## src/rtl/ata_ident_pkg.sv

```systemverilog
package ata_ident_pkg;
  localparam int STAT_BSY = 7;
  localparam int STAT_RDY = 6;
  localparam int STAT_DRQ = 3;
  localparam int STAT_ERR = 0;

  localparam logic [2:0]  REG_DATA = 3'd0;
  localparam logic [2:0]  REG_ERR  = 3'd1;
  localparam logic [2:0]  REG_CMD  = 3'd7;
  localparam logic [15:0] CMD_IDENTIFY = 16'h00EC;

  typedef enum logic [3:0] {
    S_IDLE, S_PRE_ST, S_PRE_ER, S_WT_RDY, S_ISSUE,
    S_WT_DRQ, S_XFER, S_POST_ST, S_POST_ER
  } seq_state_e;

  typedef enum logic [2:0] {
    RES_OK        = 3'd0,
    RES_DEV_ERR   = 3'd1,
    RES_EARLY_DRQ = 3'd2,
    RES_BAD_STATE = 3'd3,
    RES_TIMEOUT   = 3'd4
  } res_code_e;

  typedef enum logic [2:0] {
    V_WAIT, V_GO, V_ERR, V_EARLY, V_BAD
  } poll_verdict_e;
endpackage

```

## src/rtl/ata_status_eval.sv

```systemverilog
module ata_status_eval
  import ata_ident_pkg::*;
(
  input  logic [7:0]    stat_i,
  input  logic          drq_phase_i,
  output poll_verdict_e verdict_o
);
  logic bsy, rdy, drq, err;
  assign bsy = stat_i[STAT_BSY];
  assign rdy = stat_i[STAT_RDY];
  assign drq = stat_i[STAT_DRQ];
  assign err = stat_i[STAT_ERR];

  // busy set: other bits are not valid yet
  always_comb begin
    verdict_o = V_WAIT;
    if (!bsy) begin
      if (err)              verdict_o = V_ERR;
      else if (!drq_phase_i) begin
        if (rdy && drq)     verdict_o = V_EARLY;
        else if (rdy)       verdict_o = V_GO;
      end else begin
        if (drq)            verdict_o = V_GO;
        else if (!rdy)      verdict_o = V_BAD;
      end
    end
  end
endmodule

```

## src/rtl/ata_poll_timer.sv

```systemverilog
module ata_poll_timer #(
  parameter int W = 16
) (
  input  logic         clk_i,
  input  logic         rst_ni,
  input  logic         clear_i,
  input  logic         tick_i,
  input  logic [W-1:0] limit_i,
  output logic         expire_o
);
  logic [W-1:0] cnt_q;

  assign expire_o = tick_i && (cnt_q == limit_i);

  always_ff @(posedge clk_i or negedge rst_ni) begin
    if (!rst_ni)                  cnt_q <= '0;
    else if (clear_i)             cnt_q <= '0;
    else if (tick_i && !expire_o) cnt_q <= cnt_q + 1'b1;
  end
endmodule

```

## src/rtl/ata_word_store.sv

```systemverilog
module ata_word_store #(
  parameter int DW    = 16,
  parameter int WORDS = 256
) (
  input  logic                     clk_i,
  input  logic                     rst_ni,
  input  logic                     we_i,
  input  logic [$clog2(WORDS)-1:0] waddr_i,
  input  logic [DW-1:0]            wdata_i,
  input  logic [$clog2(WORDS)-1:0] raddr_i,
  input  logic                     swap_i,
  output logic [DW-1:0]            rdata_o
);
  localparam int NB = DW / 8;

  logic [DW-1:0] mem [WORDS];
  logic [DW-1:0] rd_word, rd_swapped, rdata_q;

  always_ff @(posedge clk_i) begin
    if (we_i) mem[waddr_i] <= wdata_i;
  end

  assign rd_word = mem[raddr_i];

  for (genvar b = 0; b < NB; b++) begin : g_swap
    assign rd_swapped[b*8 +: 8] = rd_word[(NB-1-b)*8 +: 8];
  end

  always_ff @(posedge clk_i or negedge rst_ni) begin
    if (!rst_ni) rdata_q <= '0;
    else         rdata_q <= swap_i ? rd_swapped : rd_word;
  end

  assign rdata_o = rdata_q;
endmodule

```

## src/rtl/ata_ident_seq.sv

```systemverilog
module ata_ident_seq
  import ata_ident_pkg::*;
#(
  parameter int DW    = 16,
  parameter int WORDS = 256,
  parameter int TMO_W = 16,
  localparam int IW   = $clog2(WORDS)
) (
  input  logic             clk_i,
  input  logic             rst_ni,
  input  logic             start_i,
  input  logic [TMO_W-1:0] tmo_limit_i,
  output logic             busy_o,
  output logic             done_o,
  output logic [2:0]       code_o,
  output logic [7:0]       pre_stat_o,
  output logic [7:0]       pre_err_o,
  output logic [7:0]       post_stat_o,
  output logic [7:0]       post_err_o,
  input  logic [IW-1:0]    buf_addr_i,
  input  logic             buf_swap_i,
  output logic [DW-1:0]    buf_data_o,
  output logic [2:0]       dev_addr_o,
  output logic             dev_rd_o,
  output logic             dev_wr_o,
  output logic [DW-1:0]    dev_wdata_o,
  input  logic [DW-1:0]    dev_rdata_i
);
  seq_state_e    st_q;
  poll_verdict_e verdict;
  res_code_e     code_q;
  logic [IW-1:0] widx_q;
  logic [7:0]    stat_byte;
  logic [7:0]    pre_stat_q, pre_err_q, post_stat_q, post_err_q;
  logic          done_q, waiting, expire, tick;

  assign stat_byte = dev_rdata_i[7:0];
  assign waiting   = (st_q == S_WT_RDY) || (st_q == S_WT_DRQ);
  assign tick      = waiting && (verdict == V_WAIT);

  ata_status_eval i_eval (
    .stat_i      (stat_byte),
    .drq_phase_i (st_q == S_WT_DRQ),
    .verdict_o   (verdict)
  );

  ata_poll_timer #(.W(TMO_W)) i_timer (
    .clk_i    (clk_i),
    .rst_ni   (rst_ni),
    .clear_i  (!waiting),
    .tick_i   (tick),
    .limit_i  (tmo_limit_i),
    .expire_o (expire)
  );

  ata_word_store #(.DW(DW), .WORDS(WORDS)) i_store (
    .clk_i   (clk_i),
    .rst_ni  (rst_ni),
    .we_i    (st_q == S_XFER),
    .waddr_i (widx_q),
    .wdata_i (dev_rdata_i),
    .raddr_i (buf_addr_i),
    .swap_i  (buf_swap_i),
    .rdata_o (buf_data_o)
  );

  // bus strobes decoded from state
  always_comb begin
    dev_rd_o    = 1'b0;
    dev_wr_o    = 1'b0;
    dev_addr_o  = REG_DATA;
    dev_wdata_o = '0;
    unique case (st_q)
      S_PRE_ST, S_WT_RDY, S_WT_DRQ, S_POST_ST: begin
        dev_rd_o = 1'b1; dev_addr_o = REG_CMD;
      end
      S_PRE_ER, S_POST_ER: begin
        dev_rd_o = 1'b1; dev_addr_o = REG_ERR;
      end
      S_ISSUE: begin
        dev_wr_o = 1'b1; dev_addr_o = REG_CMD; dev_wdata_o = CMD_IDENTIFY;
      end
      S_XFER: begin
        dev_rd_o = 1'b1; dev_addr_o = REG_DATA;
      end
      default: ;
    endcase
  end

  always_ff @(posedge clk_i or negedge rst_ni) begin
    if (!rst_ni) begin
      st_q        <= S_IDLE;
      code_q      <= RES_OK;
      done_q      <= 1'b0;
      widx_q      <= '0;
      pre_stat_q  <= '0;
      pre_err_q   <= '0;
      post_stat_q <= '0;
      post_err_q  <= '0;
    end else begin
      done_q <= 1'b0;
      unique case (st_q)
        S_IDLE: if (start_i) st_q <= S_PRE_ST;
        S_PRE_ST: begin
          pre_stat_q <= stat_byte;
          st_q       <= S_PRE_ER;
        end
        S_PRE_ER: begin
          pre_err_q <= stat_byte;
          st_q      <= S_WT_RDY;
        end
        S_WT_RDY: begin
          if (verdict == V_GO) st_q <= S_ISSUE;
          else if (verdict == V_ERR) begin
            code_q <= RES_DEV_ERR; done_q <= 1'b1; st_q <= S_IDLE;
          end else if (verdict == V_EARLY) begin
            code_q <= RES_EARLY_DRQ; done_q <= 1'b1; st_q <= S_IDLE;
          end else if (expire) begin
            code_q <= RES_TIMEOUT; done_q <= 1'b1; st_q <= S_IDLE;
          end
        end
        S_ISSUE: st_q <= S_WT_DRQ;
        S_WT_DRQ: begin
          if (verdict == V_GO) begin
            widx_q <= '0; st_q <= S_XFER;
          end else if (verdict == V_ERR) begin
            code_q <= RES_DEV_ERR; done_q <= 1'b1; st_q <= S_IDLE;
          end else if (verdict == V_BAD) begin
            code_q <= RES_BAD_STATE; done_q <= 1'b1; st_q <= S_IDLE;
          end else if (expire) begin
            code_q <= RES_TIMEOUT; done_q <= 1'b1; st_q <= S_IDLE;
          end
        end
        S_XFER: begin
          widx_q <= widx_q + 1'b1;
          if (widx_q == IW'(WORDS-1)) st_q <= S_POST_ST;
        end
        S_POST_ST: begin
          post_stat_q <= stat_byte;
          st_q        <= S_POST_ER;
        end
        S_POST_ER: begin
          post_err_q <= stat_byte;
          code_q     <= post_stat_q[STAT_ERR] ? RES_DEV_ERR : RES_OK;
          done_q     <= 1'b1;
          st_q       <= S_IDLE;
        end
        default: st_q <= S_IDLE;
      endcase
    end
  end

  assign busy_o      = (st_q != S_IDLE);
  assign done_o      = done_q;
  assign code_o      = code_q;
  assign pre_stat_o  = pre_stat_q;
  assign pre_err_o   = pre_err_q;
  assign post_stat_o = post_stat_q;
  assign post_err_o  = post_err_q;

  // command follows a clean ready poll
  a_r3_cmd_after_clean_poll: assert property (@(posedge clk_i) disable iff (!rst_ni)
    dev_wr_o |-> $past(dev_rd_o && dev_addr_o == REG_CMD && !dev_rdata_i[STAT_BSY]
                       && dev_rdata_i[STAT_RDY] && !dev_rdata_i[STAT_DRQ]
                       && !dev_rdata_i[STAT_ERR]));

  a_r3_single_strobe: assert property (@(posedge clk_i) disable iff (!rst_ni)
    !(dev_rd_o && dev_wr_o));

  a_r12_done_pulse: assert property (@(posedge clk_i) disable iff (!rst_ni)
    done_o |=> !done_o);

  a_r12_idle_at_done: assert property (@(posedge clk_i) disable iff (!rst_ni)
    done_o |-> !busy_o);

  a_r11_busy_needs_start: assert property (@(posedge clk_i) disable iff (!rst_ni)
    $rose(busy_o) |-> $past(start_i));

  a_r7_timeout_in_wait: assert property (@(posedge clk_i) disable iff (!rst_ni)
    (done_o && code_o == RES_TIMEOUT) |-> $past(dev_rd_o && dev_addr_o == REG_CMD));
endmodule

```

## config.mk

```make
export PLATFORM = sky130hd
export DESIGN_NAME = ata_ident_seq
export DESIGN_NICKNAME = d
export VERILOG_FILES = /design/src/rtl/ata_ident_pkg.sv /design/src/rtl/ata_status_eval.sv /design/src/rtl/ata_poll_timer.sv /design/src/rtl/ata_word_store.sv /design/src/rtl/ata_ident_seq.sv
export SDC_FILE = /design/constraint.sdc
export NUM_CORES = 2
export LEC_CHECK = 0
export ABC_AREA = 0
export BUFFER_PORTS_ARGS = -buffer_cell sky130_fd_sc_hd__buf_2
export CELL_PAD_IN_SITES_DETAIL_PLACEMENT = 1
export CELL_PAD_IN_SITES_GLOBAL_PLACEMENT = 1
export CORE_ASPECT_RATIO = 1.75
export CORE_MARGIN = 2
export CORE_UTILIZATION = 56
export DETAILED_ROUTE_END_ITERATION = 7
export GPL_ROUTABILITY_DRIVEN = 0
export PLACE_DENSITY = 0.75
export REMOVE_ABC_BUFFERS = 1
export SLEW_MARGIN = 20
export SYNTH_ARGS = -nofsm -noshare
export SYNTH_HDL_FRONTEND = slang
export SYNTH_HIERARCHICAL = 1
export SYNTH_SLANG_ARGS = --single-unit
```

## constraint.sdc

```tcl
create_clock -name clk_i -period 3.91 [get_ports clk_i]
set_input_delay 0.5865 -clock clk_i [delete_from_list [all_inputs] [get_ports clk_i]]
set_output_delay 0.5865 -clock clk_i [all_outputs]
set_load 0.01 [all_outputs]
```

==> metrics.csv <==
metric,value,unit
outcome,"finished, violations left",
failing checks,setup timing,
Int Pwr,71600,uW
clk_lat worst skew,950,ps
RSZ-0062 raised after global routing,false,
Tmin final,3960,ps
vias in the first global route,91700,
FP Rows,261,
leakage,0.0595,uW
hold path startpoint,dev_rdata_i[7],
share of cells above drive strength 1,0.297,
Num CTS Buffers,354,
Core Region,288000,um^2
maximum clock rate,253,MHz
library cells used by synthesis,93,
CP Capture Type,flip-flop,
total wire length,536000,um
warnings from Yosys,6,
Tcrit/Tclk final,1.01,
Detailed Routing Iterations Pass 1,6,
Max Cap Viol,0,
design area,185000,um^2
Final Hold Viols,0,
Worst Tran Pin Value,1290,ps
dpl cell area,173000,um^2
CTS tree,built,
I/O Buffers,106,
die width,411,um
placed instance count,11900,
Sw Share,0.231,
Starting Density,0.562,
Setup WS pre-CTS,-613,ps
mux share of post-synthesis cell area,0.152,
critical path type,input port to flip-flop,
Adder-Cell Fraction of Synth Area,0.000154,
Critical path origin,buf_addr_i[5],
root buffer cell,clkbuf_16,
XOR/XNOR share of the synthesized area,0.00102,
vias,88100,
Worst EP required,4730,ps
Final TNS setup,-85.8,ps
DR vias/cell,7.02,
compound-gate portion of the synthesized area,0.0315,
Post-synth EDFFs,4096,
hold slack,66.1,ps
clock buffer depth,4,
layout net count,8484,
Post-Synthesis Cells,7494,
CTS sink cnt,4176,
largest net degree at the start of global routing,190,
final std cells w/o fill,12500,
most used flip-flop cell after synthesis,edfxtp_1,
drt wl/cell,42.7,um
Gate power share,0.078,
initial antenna violation count,32,
die area,294000,um^2
Sequential Power Share,0.534,
Synth async-reset ratio,0.0192,
Synth Area per Inst,21.6,um^2
FF-to-FF Start,st_q[2]$_DFFE_PN0P_,
Slew HR,0.143,
clock-pin slew on the worst setup and hold paths,70,ps
#FFs+latches synth,4176,
Mapped Area,162000,um^2
area delta synth->final,14.0,%
VDD IR max,635,uV
number of remaining DRC errors,0,
Tot GR Track Use,0.368,
"Seq/Total Area, Yosys",0.771,
Simple-Gate Fraction of Synth Area,0.0240,
PwrDens,504,nW/um^2
Worst setup SP type,input port,
smallest setup slack after layout,-45.5,ps
DRT antenna net count,0,
Die Span Y,716,um
critical path peak fanout,7,
hold crit path type,input port to flip-flop,
first-pass GRT wire length,741000,um
largest family of logic cells by synthesized area,multiplexers,
Post-DP HPWL,342000,um
H-tree Lvls,5,
Psw,21500,uW
Setup Viol. Count Final,2,
initial DRC count,13000,
"Setup Fix Bufs, Post-CTS",0,
max-slew violations,0,
# IOs,118,
Clock Power Share,0.388,
crit path DAT,4780,ps
Worst Clk Skew,65.6,ps
GRT overflow,0,
-- state kept, by name, indices dropped and copies added (netlist names), 3 cells and up --
register and flops:
code_o 3, widx_q 8, i_timer/cnt_q 16, pre_err_o 8, pre_stat_o 8, st_q 4
i_store/rdata_o 16, post_err_o 8, post_stat_o 8, i_store/mem 4096
-- metrics by stage --
stage          utilization  total power, uW
2_1_floorplan            -            53300
3_3_place_gp         0.600            57500
3_5_place_dp         0.600            57700
4_1_cts              0.640            93100
5_1_grt              0.641            94700
6_report             0.641            93200
-- cells in the final DEF, fill, tap and decap left out, types with 16 or more instances in the layout --
| master | instances |
|---|---|
| buf_4 | 803 |
| mux2i_1 | 257 |
| o22ai_1 | 98 |
| a22oi_1 | 167 |
| nand2_1 | 169 |
| nor2b_1 | 27 |
| clkinvlp_4 | 22 |
| a211oi_1 | 33 |
| clkinv_1 | 76 |
| mux4_1 | 58 |
| xnor2_1 | 16 |
| o21ai_0 | 70 |
| edfxtp_1 | 4096 |
| bufinv_16 | 43 |
| nor2_1 | 275 |
| clkbuf_16 | 358 |
| a31oi_1 | 24 |
| clkinv_2 | 54 |
| mux4_2 | 888 |
| a22o_1 | 18 |
| a221oi_1 | 47 |
| nand2b_1 | 17 |
| diode_2 | 22 |
| or3_1 | 24 |
| dfrtp_1 | 80 |
| nand4_1 | 25 |
| clkbuf_1 | 56 |
| mux2_2 | 53 |
| nand3_1 | 82 |
| o211ai_1 | 22 |
| o31ai_1 | 22 |
| nor3_1 | 45 |
| buf_12 | 117 |
| nor2_2 | 74 |
| a21oi_1 | 117 |
| buf_2 | 84 |
| o221ai_1 | 19 |
-- worst paths after layout --
| path | endpoint | slack [ps] | cells past startpoint |
|---|---|---|---|
| hold / removal | post_err_o[7]$_DFFE_PN0P_ | 70 | 3 |
| max in group asynchronous | pre_err_o[5]$_DFFE_PN0P_ | 2690 | 3 |
| setup / recovery | i_store/rdata_o[0]$_DFF_PN0_ | -50 | 11 |
| hold reg to reg | post_err_o[4]$_DFFE_PN0P_ | 490 | 2 |
| setup reg to reg | i_store/mem[132][11]$_DFFE_PP_ | 170 | 7 |
| min in group asynchronous | post_stat_o[0]$_DFFE_PN0P_ | 370 | 2 |
-- cell usage after synthesis, drive strengths merged (16+ instances only) --
master,count,area (um^2)
a211oi,33,248
nand2b,19,119
nand4,28,194
mux4,946,21500
nor3,45,225
a21oi,121,621
a31oi,24,150
edfxtp,4096,123000
nor4,16,115
o21ai,85,429
clkbuf,162,673
buf,290,2500
or3,24,150
a221oi,50,457
o31ai,23,178
a22o,18,158
mux2,54,608
nand2,169,634
xnor2,17,156
nor2,355,1340
mux2i,257,2570
o22ai,99,619
and2,20,125
o221ai,19,166
a22oi,167,1250
dfrtp,80,2000
nor2b,30,188
nand3,82,410
o211ai,22,165
-- layer usage --
metal | vias to the layer above | share of wire | wire (um) | global-route usage
met2 | 6521 | 0.49 | 264000 | 0.603
met5 | - | 0.000099 | 53 | 0
met3 | 1841 | 0.098 | 52200 | 0.0748
met1 | 46400 | 0.31 | 166000 | 0.423
li1 | 33400 | - | - | -
met4 | 10 | 0.10 | 53500 | 0.293
-- power groups by stage --
stage / clock network [uW] / registers, uW / logic, uW
floorplan: 0 / 50700 / 2520
global route: 37500 / 49800 / 7410
CTS: 36200 / 49700 / 7100
detailed placement: 0 / 50700 / 7020
global placement: 0 / 50700 / 6790
finish: 36100 / 49800 / 7270
-- area by class of cell --
cell class | instances | area (um^2)
well taps | 3813 | 4770
repair buffers | 1030 | 9180
multi-input cells | 2862 | 34200
fillers | 23100 | 104000
clock buffers | 418 | 9220
diodes | 22 | 55.1
flip-flops and latches | 4176 | 125000
inverters | 14 | 60.1
clock inverters | 213 | 2230
-- critical path: stages --
cell and delay (ps):
buf_2 470, buf_4 310, nand2b_1 800, o31ai_1 240, a211oi_1 250, o2111ai_1 230, o21ai_0 780, buf_4 250
a31oi_1 140, or3_1 510, mux2i_1 170
-- timing repair --
item	4_1_cts	5_1_grt
hold endpoints to repair	70	11
gates resized for setup	0	0
hold buffers	3	1
-- kinds of logic after synthesis --
group | after synthesis
other cells | 1
simple gates | 839
buf+inv | 466
xor+xnor | 18
compound gates | 735
fa+ha+maj | 2
mux | 1257
flops | 4176
Note: power is estimated with default switching activity, not from simulation.
